### config.mk
export PLATFORM = sky130hd
export DESIGN_NAME = tl_crossing_ctrl
export DESIGN_NICKNAME = d
export VERILOG_FILES = /design/src/rtl/tl_pkg.sv /design/src/rtl/tl_interval_timer.sv /design/src/rtl/tl_phase_fsm.sv /design/src/rtl/tl_lamp_map.sv /design/src/rtl/tl_crossing_ctrl.sv
export SDC_FILE = /design/constraint.sdc
export NUM_CORES = 1
export LEC_CHECK = 0
export ABC_AREA = 1
export BUFFER_PORTS_ARGS = -buffer_cell sky130_fd_sc_hd__buf_4
export CAP_MARGIN = 20
export CORE_MARGIN = 2
export CORE_UTILIZATION = 40
export DETAILED_ROUTE_END_ITERATION = 8
export PLACE_DENSITY_LB_ADDON = 0.2
export SYNTH_ARGS = -nofsm -noshare
export SYNTH_HDL_FRONTEND = slang
export SYNTH_HIERARCHICAL = 1
export SYNTH_SLANG_ARGS = --single-unit
### constraint.sdc
create_clock -name clk -period 2.12 [get_ports clk]
set_clock_uncertainty 0.15 [all_clocks]
set_input_delay 0.106 -clock clk [delete_from_list [all_inputs] [get_ports clk]]
set_output_delay 0.106 -clock clk [all_outputs]
set_load 0.03 [all_outputs]
### src/rtl/tl_pkg.sv
package tl_pkg;

  typedef enum logic [1:0] {
    PH_HG = 2'd0,
    PH_HY = 2'd1,
    PH_FG = 2'd2,
    PH_FY = 2'd3
  } phase_e;

  localparam logic [1:0] LAMP_GREEN  = 2'b00;
  localparam logic [1:0] LAMP_YELLOW = 2'b01;
  localparam logic [1:0] LAMP_RED    = 2'b10;

  localparam int CODING_SEQ    = 0;
  localparam int CODING_ALT    = 1;
  localparam int CODING_ONEHOT = 2;

  function automatic int code_width(input int coding);
    return (coding == CODING_ONEHOT) ? 4 : 2;
  endfunction

  // Phase to stored code, zero-extended to four bits
  function automatic logic [3:0] enc_phase(input int coding, input phase_e p);
    logic [3:0] r;
    case (coding)
      CODING_SEQ: begin
        case (p)
          PH_HG:   r = 4'b0000;
          PH_HY:   r = 4'b0001;
          PH_FG:   r = 4'b0011;
          default: r = 4'b0010;
        endcase
      end
      CODING_ALT: begin
        case (p)
          PH_HG:   r = 4'b0000;
          PH_HY:   r = 4'b0010;
          PH_FG:   r = 4'b0001;
          default: r = 4'b0011;
        endcase
      end
      default: r = 4'b0001 << p;
    endcase
    return r;
  endfunction

  // Stored code to phase; an unused code falls back to highway green
  function automatic phase_e dec_phase(input int coding, input logic [3:0] c);
    phase_e r;
    r = PH_HG;
    for (int i = 0; i < 4; i++) begin
      if (enc_phase(coding, phase_e'(i[1:0])) == c) r = phase_e'(i[1:0]);
    end
    return r;
  endfunction

endpackage

### src/rtl/tl_interval_timer.sv
module tl_interval_timer #(
  parameter int SHORT_CYCLES = 4,
  parameter int LONG_CYCLES  = 16
) (
  input  logic clk,
  input  logic rst_n,
  input  logic restart,
  output logic short_done,
  output logic long_done
);

  localparam int CW = $clog2(LONG_CYCLES + 1);
  localparam logic [CW-1:0] SHORT_V = CW'(SHORT_CYCLES);
  localparam logic [CW-1:0] LONG_V  = CW'(LONG_CYCLES);

  logic [CW-1:0] cnt_q, cnt_d;
  logic          cnt_en;

  always_comb begin
    cnt_d  = cnt_q;
    cnt_en = 1'b0;
    if (restart) begin
      cnt_d  = '0;
      cnt_en = 1'b1;
    end else if (cnt_q < LONG_V) begin
      cnt_d  = cnt_q + 1'b1;
      cnt_en = 1'b1;
    end
  end

  always_ff @(posedge clk or negedge rst_n) begin
    if (!rst_n)      cnt_q <= '0;
    else if (cnt_en) cnt_q <= cnt_d;
  end

  // The count is stale in the restart cycle, so the flags are masked there
  assign short_done = !restart && (cnt_q >= SHORT_V);
  assign long_done  = !restart && (cnt_q >= LONG_V);


  restart_clear_chk: assert property (@(posedge clk) disable iff (!rst_n)
    restart |=> (cnt_q == '0));


  long_hold_chk: assert property (@(posedge clk) disable iff (!rst_n)
    (long_done && !restart) |=> (long_done || restart));

endmodule

### src/rtl/tl_phase_fsm.sv
module tl_phase_fsm
  import tl_pkg::*;
#(
  parameter int STATE_CODING = 0
) (
  input  logic   clk,
  input  logic   rst_n,
  input  logic   farm_car,
  input  logic   short_done,
  input  logic   long_done,
  output phase_e phase,
  output logic   timer_start
);

  localparam int SW = code_width(STATE_CODING);
  localparam logic [3:0] RST_FULL = enc_phase(STATE_CODING, PH_HG);
  localparam logic [SW-1:0] RST_CODE = RST_FULL[SW-1:0];

  logic [SW-1:0] code_q, code_d;
  logic [3:0]    code_ext, nxt_full;
  logic          st_q, st_d;
  phase_e        cur_ph, nxt_ph;

  generate
    if (SW == 4) begin : g_wide
      assign code_ext = code_q;
    end else begin : g_narrow
      assign code_ext = {{(4-SW){1'b0}}, code_q};
    end
  endgenerate

  assign cur_ph = dec_phase(STATE_CODING, code_ext);

  always_comb begin
    nxt_ph = cur_ph;
    st_d   = 1'b0;
    case (cur_ph)
      PH_HG: if (long_done && farm_car) begin
        nxt_ph = PH_HY;
        st_d   = 1'b1;
      end
      PH_HY: if (short_done) begin
        nxt_ph = PH_FG;
        st_d   = 1'b1;
      end
      PH_FG: if (long_done || !farm_car) begin
        nxt_ph = PH_FY;
        st_d   = 1'b1;
      end
      default: if (short_done) begin
        nxt_ph = PH_HG;
        st_d   = 1'b1;
      end
    endcase
  end

  assign nxt_full = enc_phase(STATE_CODING, nxt_ph);
  assign code_d   = nxt_full[SW-1:0];

  always_ff @(posedge clk or negedge rst_n) begin
    if (!rst_n) begin
      code_q <= RST_CODE;
      st_q   <= 1'b0;
    end else begin
      code_q <= code_d;
      st_q   <= st_d;
    end
  end

  assign phase       = cur_ph;
  assign timer_start = st_q;


  hg_hold_chk: assert property (@(posedge clk) disable iff (!rst_n)
    (phase == PH_HG && !(long_done && farm_car)) |=> (phase == PH_HG));


  hy_hold_chk: assert property (@(posedge clk) disable iff (!rst_n)
    (phase == PH_HY && !short_done) |=> (phase == PH_HY));


  start_on_change_chk: assert property (@(posedge clk) disable iff (!rst_n)
    !$stable(phase) |-> timer_start);


  fg_cap_chk: assert property (@(posedge clk) disable iff (!rst_n)
    (phase == PH_FG && long_done) |=> (phase == PH_FY));

endmodule

### src/rtl/tl_lamp_map.sv
module tl_lamp_map
  import tl_pkg::*;
(
  input  phase_e     phase,
  output logic [1:0] hw_lamp,
  output logic [1:0] farm_lamp
);

  always_comb begin
    case (phase)
      PH_HG: begin
        hw_lamp   = LAMP_GREEN;
        farm_lamp = LAMP_RED;
      end
      PH_HY: begin
        hw_lamp   = LAMP_YELLOW;
        farm_lamp = LAMP_RED;
      end
      PH_FG: begin
        hw_lamp   = LAMP_RED;
        farm_lamp = LAMP_GREEN;
      end
      default: begin
        hw_lamp   = LAMP_RED;
        farm_lamp = LAMP_YELLOW;
      end
    endcase
  end

endmodule

### src/rtl/tl_crossing_ctrl.sv
module tl_crossing_ctrl
  import tl_pkg::*;
#(
  parameter int SHORT_CYCLES = 4,
  parameter int LONG_CYCLES  = 16,
  parameter int STATE_CODING = 0
) (
  input  logic       clk,
  input  logic       rst_n,
  input  logic       farm_car,
  output logic [1:0] hw_lamp,
  output logic [1:0] farm_lamp,
  output logic       timer_start
);

  logic   short_done, long_done;
  phase_e phase;

  tl_interval_timer #(
    .SHORT_CYCLES(SHORT_CYCLES),
    .LONG_CYCLES (LONG_CYCLES)
  ) u_timer (
    .clk       (clk),
    .rst_n     (rst_n),
    .restart   (timer_start),
    .short_done(short_done),
    .long_done (long_done)
  );

  tl_phase_fsm #(
    .STATE_CODING(STATE_CODING)
  ) u_fsm (
    .clk        (clk),
    .rst_n      (rst_n),
    .farm_car   (farm_car),
    .short_done (short_done),
    .long_done  (long_done),
    .phase      (phase),
    .timer_start(timer_start)
  );

  tl_lamp_map u_lamps (
    .phase    (phase),
    .hw_lamp  (hw_lamp),
    .farm_lamp(farm_lamp)
  );


  one_red_chk: assert property (@(posedge clk) disable iff (!rst_n)
    (hw_lamp == LAMP_RED) || (farm_lamp == LAMP_RED));

endmodule

### After elaboration in Yosys (flattened, before gate mapping)

Index checks and enable logic that the tools add are counted.

| storage, ports and cells | value |
|---|---|
| flip-flop bits (word level) | 8 |
| bits of input ports | 3 |
| output and inout bits | 5 |
| logic and storage cells | 44 |

| cells by class | value |
|---|---|
| add/sub/neg operators | 1 |
| order comparisons | 3 |
| eq/ne operators | 7 |
| multiplexer cells | 19 |
| reductions and logical operators | 11 |

Operators with widths:

| cell | number |
|---|---|
| $mux W2 | 6 |
| $pmux W2 S3 | 2 |
| $mux W5 | 2 |
| $pmux W2 S2 | 2 |
| $mux W1 | 6 |
| $add A5 B1 Y5 const B | 1 |
| $ge A5 B3 Y1 const B | 1 |
| $ge A5 B5 Y1 const B | 1 |
| $lt A5 B5 Y1 const B | 1 |
| $eq A2 B1 Y1 const B | 2 |
| $eq A2 B2 Y1 const A | 2 |
| $eq A2 B2 Y1 const B | 2 |
| $logic_not A2 Y1 | 2 |
| $logic_and A1 B1 Y1 | 3 |
| $eq A1 B2 Y1 const A | 1 |
| $logic_not A1 Y1 | 2 |
| $pmux W1 S2 | 1 |
| $reduce_and A2 Y1 | 1 |
| $reduce_bool A2 Y1 | 1 |
| $reduce_or A2 Y1 | 1 |
| $logic_or A1 B1 Y1 | 1 |

### Longest topological paths before layout

Gate-level depths: netlist (run 1).

| depth | value |
|---|---|
| word-level depth | 8 |
| mapped depth | 9 |
| depth with buffers taken out | 9 |

### By module

Netlist (run 1), hierarchy kept.

By module, submodules not included:

| module | times used | cells an instance | area an instance (um^2) | sequential area each (um^2) |
|---|---|---|---|---|
| tl_interval_timer | 1 | 32 | 285.3 | 125.1 |
| tl_phase_fsm | 1 | 29 | 234.0 | 75.1 |
| tl_lamp_map | 1 | 6 | 22.5 | 0.0 |

### Least setup slack after synthesis (run 1)

Ideal clock, no wire load.

| timing path | value |
|---|---|
| kind | reg2out |
| from | register u_fsm.code_q[0] |
| to | output port hw_lamp[0] |
| arrival time | 1381 ps |
| required time | 1864 ps |
| path slack | 483 ps |
| stages on the path, launching flop included | 5 |
| path buffers | 0 |
| path through | dfrtp_1 -> inv_1 -> ha_1 -> or2_2 -> nor2_1 |

| on the way | value |
|---|---|
| elaborated cells on any way between the ends | 9 |
| classes of those cells | eq/ne: 4; mux: 4; reduce/logical: 1 |

RTL lines:

| what | line | source |
|---|---|---|
| from (decl) | tl_phase_fsm.sv:19 | `logic [SW-1:0] code_q, code_d;` |
| from (signal assigned) | tl_phase_fsm.sv:65 | `code_q <= code_d;` |
| $eq A2 B2 Y1 | tl_pkg.sv:52 | `if (enc_phase(coding, phase_e'(i[1:0])) == c) r = phase_e'(i[1:0]);` |
| $mux W2 | tl_pkg.sv:52 |  |
| $mux W2 (*) | tl_pkg.sv:52 |  |
| net phase[1] | tl_crossing_ctrl.sv:17 | `phase_e phase;` |
| $eq A2 B1 Y1 or $logic_not A2 Y1 (tied branches) | tl_lamp_map.sv:10 | `case (phase)` |
| $pmux W2 S2 (*) | tl_lamp_map.sv:10 |  |
| to (decl) | tl_crossing_ctrl.sv:11 | `output logic [1:0] hw_lamp,` |

Mark *: on every way through the listed nets, which the timed path passes. The rest lies on a longest branch.

### Final worst setup path (run 1)

| timing path | value |
|---|---|
| from | register u_fsm.code_q[0] |
| to | output port hw_lamp[0] |

| on the way | value |
|---|---|
| cells in the longest elaborated chain, start to end | 6 |
| elaborated cells on any way between the ends | 9 |
| classes of those cells | eq/ne: 4; mux: 4; reduce/logical: 1 |

RTL lines:

| what | line |
|---|---|
| $eq A1 B2 Y1 | tl_pkg.sv:52 |
| $mux W1 | tl_pkg.sv:52 |
| $mux W2 | tl_pkg.sv:52 |
| $mux W2 (*) | tl_pkg.sv:52 |
| $eq A2 B1 Y1 or $logic_not A2 Y1 (tied branches) | tl_lamp_map.sv:10 |
| $pmux W2 S2 (*) | tl_lamp_map.sv:10 |

Mark *: on every way between the ends. The rest lies on a longest branch, timed or not.

==> metrics.txt, run 1 <==
final setup fails=0; TNS Setup=0 ns; first-pass GRT wire length=1560 microns; cells on worst reg2reg path=8; Die ar.=1660 sq um; Place WS=0.589 ns; RSZ-0062 raised after global routing=false; min-delay worst type=input port to async pin; post-synthesis sequential area ratio=37.0%; Bufs on Longest Clock Path=2; Die X=40.8 microns; vias in the first global route=387; synthesis-to-finish area growth=18.5%; Min Hold Slack=0.0529 ns; CP Data Required Time=1.86 ns; FF-to-FF End=u_fsm/code_q[0]; vias per cell=4.30; clock-pin transition on the worst setup and hold timing paths=0.06 ns; Worst-Skew Late Latency=0.26 ns; max-slew violation count=0; I/O pins=8; I/O Buffers=7; die height=40.8 microns; Synth Cell Area=542 sq um; Initial Utilization=42.2%; Mapped Nets=76; H-tree depth=1; WS Path Type=register to primary output; CTS tree=built; First-pass DRT Iterations=4; f_max=558 MHz; initial DRC count=4; arrival time at the worst endpoint=1.54 ns; clock sinks=8; Final WS setup=0.328 ns; Residual DRC=0; crit start category=register; row cnt=13; largest net degree at the start of global routing=9; core area=1280 sq um; Final #Nets=88; Crit-path slowest cell=dfrtp_1; HPWL after DPL=740 microns; post-CTS sizing=0; postcts setup bufs=0; synth unique cells=19; status=complete, no violations; GPL Wtd Cong=0.771; Yosys top cell area share=37.0%; vias=396; most frequent cells in the layout=12 x nand2_1, 11 x inv_1, 8 x dfrtp_1; slew at the pin closest to its max-slew limit=0.330 ns; GRT Residual Overflow=0; max incr delay on CP=0.37 ns; endpoint class of the critical path=primary output; share of cells above drive strength 1=33.8%; antenna violations before repair=0; Avg WL per Cell=10.0 microns; slew margin rel.=78.0%; period utilisation layout=84.5%; cell count after synthesis=67; Synthesis Warnings=6; Critical Path Fanout Max=4; post-synth top area cell=dfrtp_1; max cap viols=0; Root Buffer=clkbuf_4; Crit Reg-Reg Startpoint=u_fsm/code_q[1]; CP cell instances=inv_1, ha_1, or2_2, nor2_1, buf_4; ANT cells=0; Avg Inst Size Synth=8.09 sq um; FILL cells=125; ANT nets after route=0; commonest non-fill, non-tap cell in the layout=nand2_1; synth top area cells=dfrtp_1 37%, ha_1 14%, nand2_1 8.3%, inv_1 7.6%, o21ai_2 4.8%; Total Routed Length=921 microns; r2r setup slk=0.60 ns; CTS Buf Count=3; Final Critical Period=1.79 ns; Final Hold Fails=0; CTS Hold Bufs=1; Seq cells post-synth=8; all-layer global routing usage=15.1%
[synth_stat cells, drive strengths merged]
cell,count
o21ai,5
nand3,4
clkbuf,1
or2,1
nand2,13
nor2,9
and2,1
a21oi,4
dfrtp,8
nor3,1
ha,6
inv,14
[layout make-up]
type	count	area [sq um]	area share (%)
Inverter	14	52.6	8.19
Clock buffer	3	22.5	3.51
Multi-Input combinational cell	44	285	44.4
Timing Repair Buffer	8	62.6	9.75
Tap cell	15	18.8	2.92
Sequential cell	8	200	31.2
[through the flow]
stage / cells / util (%) / instance area [sq um]
3_5_place_dp: 88 / 47.4 / 609
2_1_floorplan: 67 / - / 542
5_1_grt: 92 / 50.0 / 642
4_1_cts: 92 / 50.0 / 642
6_report: 92 / 50.0 / 642
3_3_place_gp: 88 / 47.4 / 609
[layer usage]
layer  track usage (%)  vias up  part of all wire, %  wire length (microns)
met5                 0        -                    0                      0
met4              12.5        0                  1.3                     12
met3              3.26        2                  2.1                     19
met2              19.5        4                   42                    390
met1              20.7      167                   54                    498
li1                  -      223                    -                      -
[cells by family (layout without fill, tap and decap cells)]
group | after synthesis | count (layout) | share of synthesized area, %
buffers and inverters | 15 | 25 | 10.4
adder cells (fa/ha/maj) | 6 | 6 | 13.9
AO/OA/AOI/OAI | 9 | 9 | 11.1
flip-flops | 8 | 8 | 37.0
AND/OR/NAND/NOR | 29 | 29 | 27.7
[worst max path at each step]
| stage | from | cells after the start | slack (ns) | endpoint |
|---|---|---|---|---|
| CTS | u_fsm/code_q[0] | 5 | 0.31 | hw_lamp[0] |
| floorplan | u_fsm/code_q[0] | 4 | 0.48 | hw_lamp[0] |
| detailed placement | u_fsm/code_q[1] | 8 | 0.59 | u_fsm/code_q[0] |
| global placement | u_fsm/code_q[0] | 6 | 0.62 | farm_lamp[0] |
| finish | u_fsm/code_q[0] | 5 | 0.33 | hw_lamp[0] |
| global route | u_fsm/code_q[0] | 5 | 0.22 | hw_lamp[0] |
[worst max-delay path: cells and delay by family, from the launching register on]
family                     cells  cell delay (ns)
DFF                            1             0.37
adders and majority gates      1             0.25
and+or+nand+nor                2             0.43
buffers and inverters          2             0.24
[flip-flops by register name (all words and copies together), names as in the netlist]
| register | flops |
|---|---|
| u_fsm/code_q | 2 |
| u_fsm/timer_start | 1 |
| u_timer/cnt_q | 5 |
Power of run 1 is left out: the tool's default activity adds up to more than one toggle a clock period on the data nets, which glitch-free logic cannot reach.
==> inputs of run 2 (changes only) <==
==> constraint.sdc (replaced) <==
create_clock -name clk -period 1.55 [get_ports clk]
set_clock_uncertainty 0.15 [all_clocks]
set_input_delay 0.0775 -clock clk [delete_from_list [all_inputs] [get_ports clk]]
set_output_delay 0.0775 -clock clk [all_outputs]
set_load 0.03 [all_outputs]
==> run 2 against run 1 <==
Net effect:
- the run now ends with negative setup slack left
- routed wire length is 14% higher
- worst setup slack worse by 0.38 ns
- die area stayed put
- cell count is 8.7% higher
- utilization is 8.2 points higher
- worst hold slack worse by 0.036 ns
- global-route usage is 0.94 points higher
- critical path depth stayed put
- non-clock buffer count is 8 higher
==> metrics.txt, run 2 (synthesized netlist as in run 1, its figures left out) <==
synthesis-to-finish area growth=37.9% (was 18.5%); I/O pins=8 (unchanged); initial DRC count=12 (was 4); crit start category=register (unchanged); max-slew violation count=0 (unchanged); vias in the first global route=374 (was 387); HPWL after DPL=775 microns (was 740 microns); endpoint class of the critical path=primary output (unchanged); CTS Buf Count=3 (unchanged); Root Buffer=clkbuf_4 (unchanged); Residual DRC=0 (unchanged); Avg WL per Cell=10.5 microns (was 10.0 microns); max incr delay on CP=0.42 ns (was 0.37 ns); CP Data Required Time=1.32 ns (was 1.86 ns); max FFs per register=5 (unchanged); CP cell instances=ha_2, or2_4, nand2_2, inv_2, buf_6 (was inv_1, ha_1, or2_2, nor2_1, buf_4); arrival time at the worst endpoint=1.37 ns (was 1.54 ns); f_max=625 MHz; vias=458 (was 396); clock-pin transition on the worst setup and hold timing paths=0.06 ns (about the same); Final Hold Fails=0 (unchanged); RSZ-0062 raised after global routing=true (was false); I/O Buffers=7 (unchanged); ANT nets after route=0 (unchanged); Largest Register=u_timer/cnt_q (unchanged); GRT Residual Overflow=0 (unchanged); core area=1280 sq um (unchanged); Final WS setup=-0.0488 ns (was 0.328 ns); slew at the pin closest to its max-slew limit=0.359 ns (was 0.330 ns); vias per cell=4.58 (was 4.30); Min Hold Slack=0.0167 ns (was 0.0529 ns); Crit Reg-Reg Startpoint=u_fsm/code_q[1] (unchanged); failing checks=negative setup slack; Final Critical Period=1.60 ns; GPL Wtd Cong=0.764 (was 0.771); slew margin rel.=76.0% (was 78.0%); ANT cells=0 (unchanged); H-tree depth=1 (unchanged); clock sinks=8 (unchanged); most frequent cells in the layout=11 x buf_4, 11 x nand2_1, 8 x inv_1, 8 x dfrtp_1, 6 x inv_2 (was 12 x nand2_1, 11 x inv_1, 8 x dfrtp_1); Die X=40.8 microns (unchanged); Crit-path slowest cell=dfrtp_1 (unchanged); share of cells above drive strength 1=49.4% (was 33.8%); row cnt=13 (unchanged); largest net degree at the start of global routing=9 (unchanged); Critical Path Fanout Max=4 (unchanged); Layout Utilization=58.1% (was 50.0%); First-pass DRT Iterations=4 (unchanged); critical path's top delay family=flip-flops (was simple AND/OR/NAND/NOR gates); Worst Setup SP=u_fsm/code_q[1] (was u_fsm/code_q[0]); max cap viols=0 (unchanged); Final #Nets=96 (was 88); final setup fails=4 (was 0); Total Routed Length=1050 microns (was 921 microns); WS Path Type=register to primary output (unchanged); min-delay worst type=input port to async pin (unchanged); CTS tree=built (unchanged); first-pass GRT wire length=1590 microns (was 1560 microns); antenna violations before repair=0 (unchanged); all-layer global routing usage=16.0% (was 15.1%); Die ar.=1660 sq um (unchanged); Bufs on Longest Clock Path=2 (unchanged); Initial Utilization=42.2% (unchanged); period utilisation layout=103%; status=complete, but fails checks (was complete, no violations); die height=40.8 microns (unchanged); CP bufs+invs=2 (unchanged); Worst-Skew Late Latency=0.26 ns (about the same)
==> run 2: cell count changes in the layout (fill, tap and decap cells not counted), moves of 2 or more <==
| cell | before | now |
|---|---|---|
| inv_2 | 3 | 6 |
| buf_6 | 0 | 4 |
| ha_1 | 6 | 3 |
| buf_4 | 7 | 11 |
| ha_2 | 0 | 2 |
| inv_1 | 11 | 8 |
==> run 2: timing repair <==
action                                  CTS  global route
endpoints found under the setup margin    4             6
pin swaps                                 2             5
gates resized for setup                   8             5
hold buffers                              1             0
buffers inserted                          3             2
hold endpoints to repair                  8             0
cloned                                    0             0
==> run 2: worst paths after layout <==
kind	cells after the start	end	slack, ns
hold / removal	2	u_fsm/timer_start	0.02
hold reg to reg	1	u_timer/cnt_q[0]	0.37
setup reg to reg	8	u_fsm/code_q[0]	0.05
max in group asynchronous	2	u_fsm/code_q[0]	1.09
min in group clk	4	u_fsm/timer_start	0.04
setup / recovery	5	farm_lamp[0]	-0.05
==> run 2: cell type report <==
type                            count  area (sq um)
Clock buffer                        3          22.5
Fill cell                         118           538
Multi-Input combinational cell     44           315
Inverter                           14          52.6
Sequential cell                     8           200
Tap cell                           15          18.8
Timing Repair Buffer               16           138
==> run 2: layer usage <==
layer / up-vias / share of wire [%] / GRT usage, %
li1: 242 / - / -
met1: 203 / 47 / 20.2
met2: 11 / 47 / 21.1
met3: 2 / 5.0 / 9.78
met4: 0 / 1.1 / 7.50
met5: - / 0 / 0
==> run 2: stage by stage <==
step	area (sq um)	TNS, ns	worst slack [ns]	std cells
2_1_floorplan	544	0	0.0630	67
3_3_place_gp	634	0	0.0750	91
3_5_place_dp	634	0	0.0427	91
4_1_cts	713	-0.165	-0.0717	98
5_1_grt	747	-0.514	-0.127	100
6_report	747	-0.125	-0.0488	100
Power of run 2 is left out for the same reason.
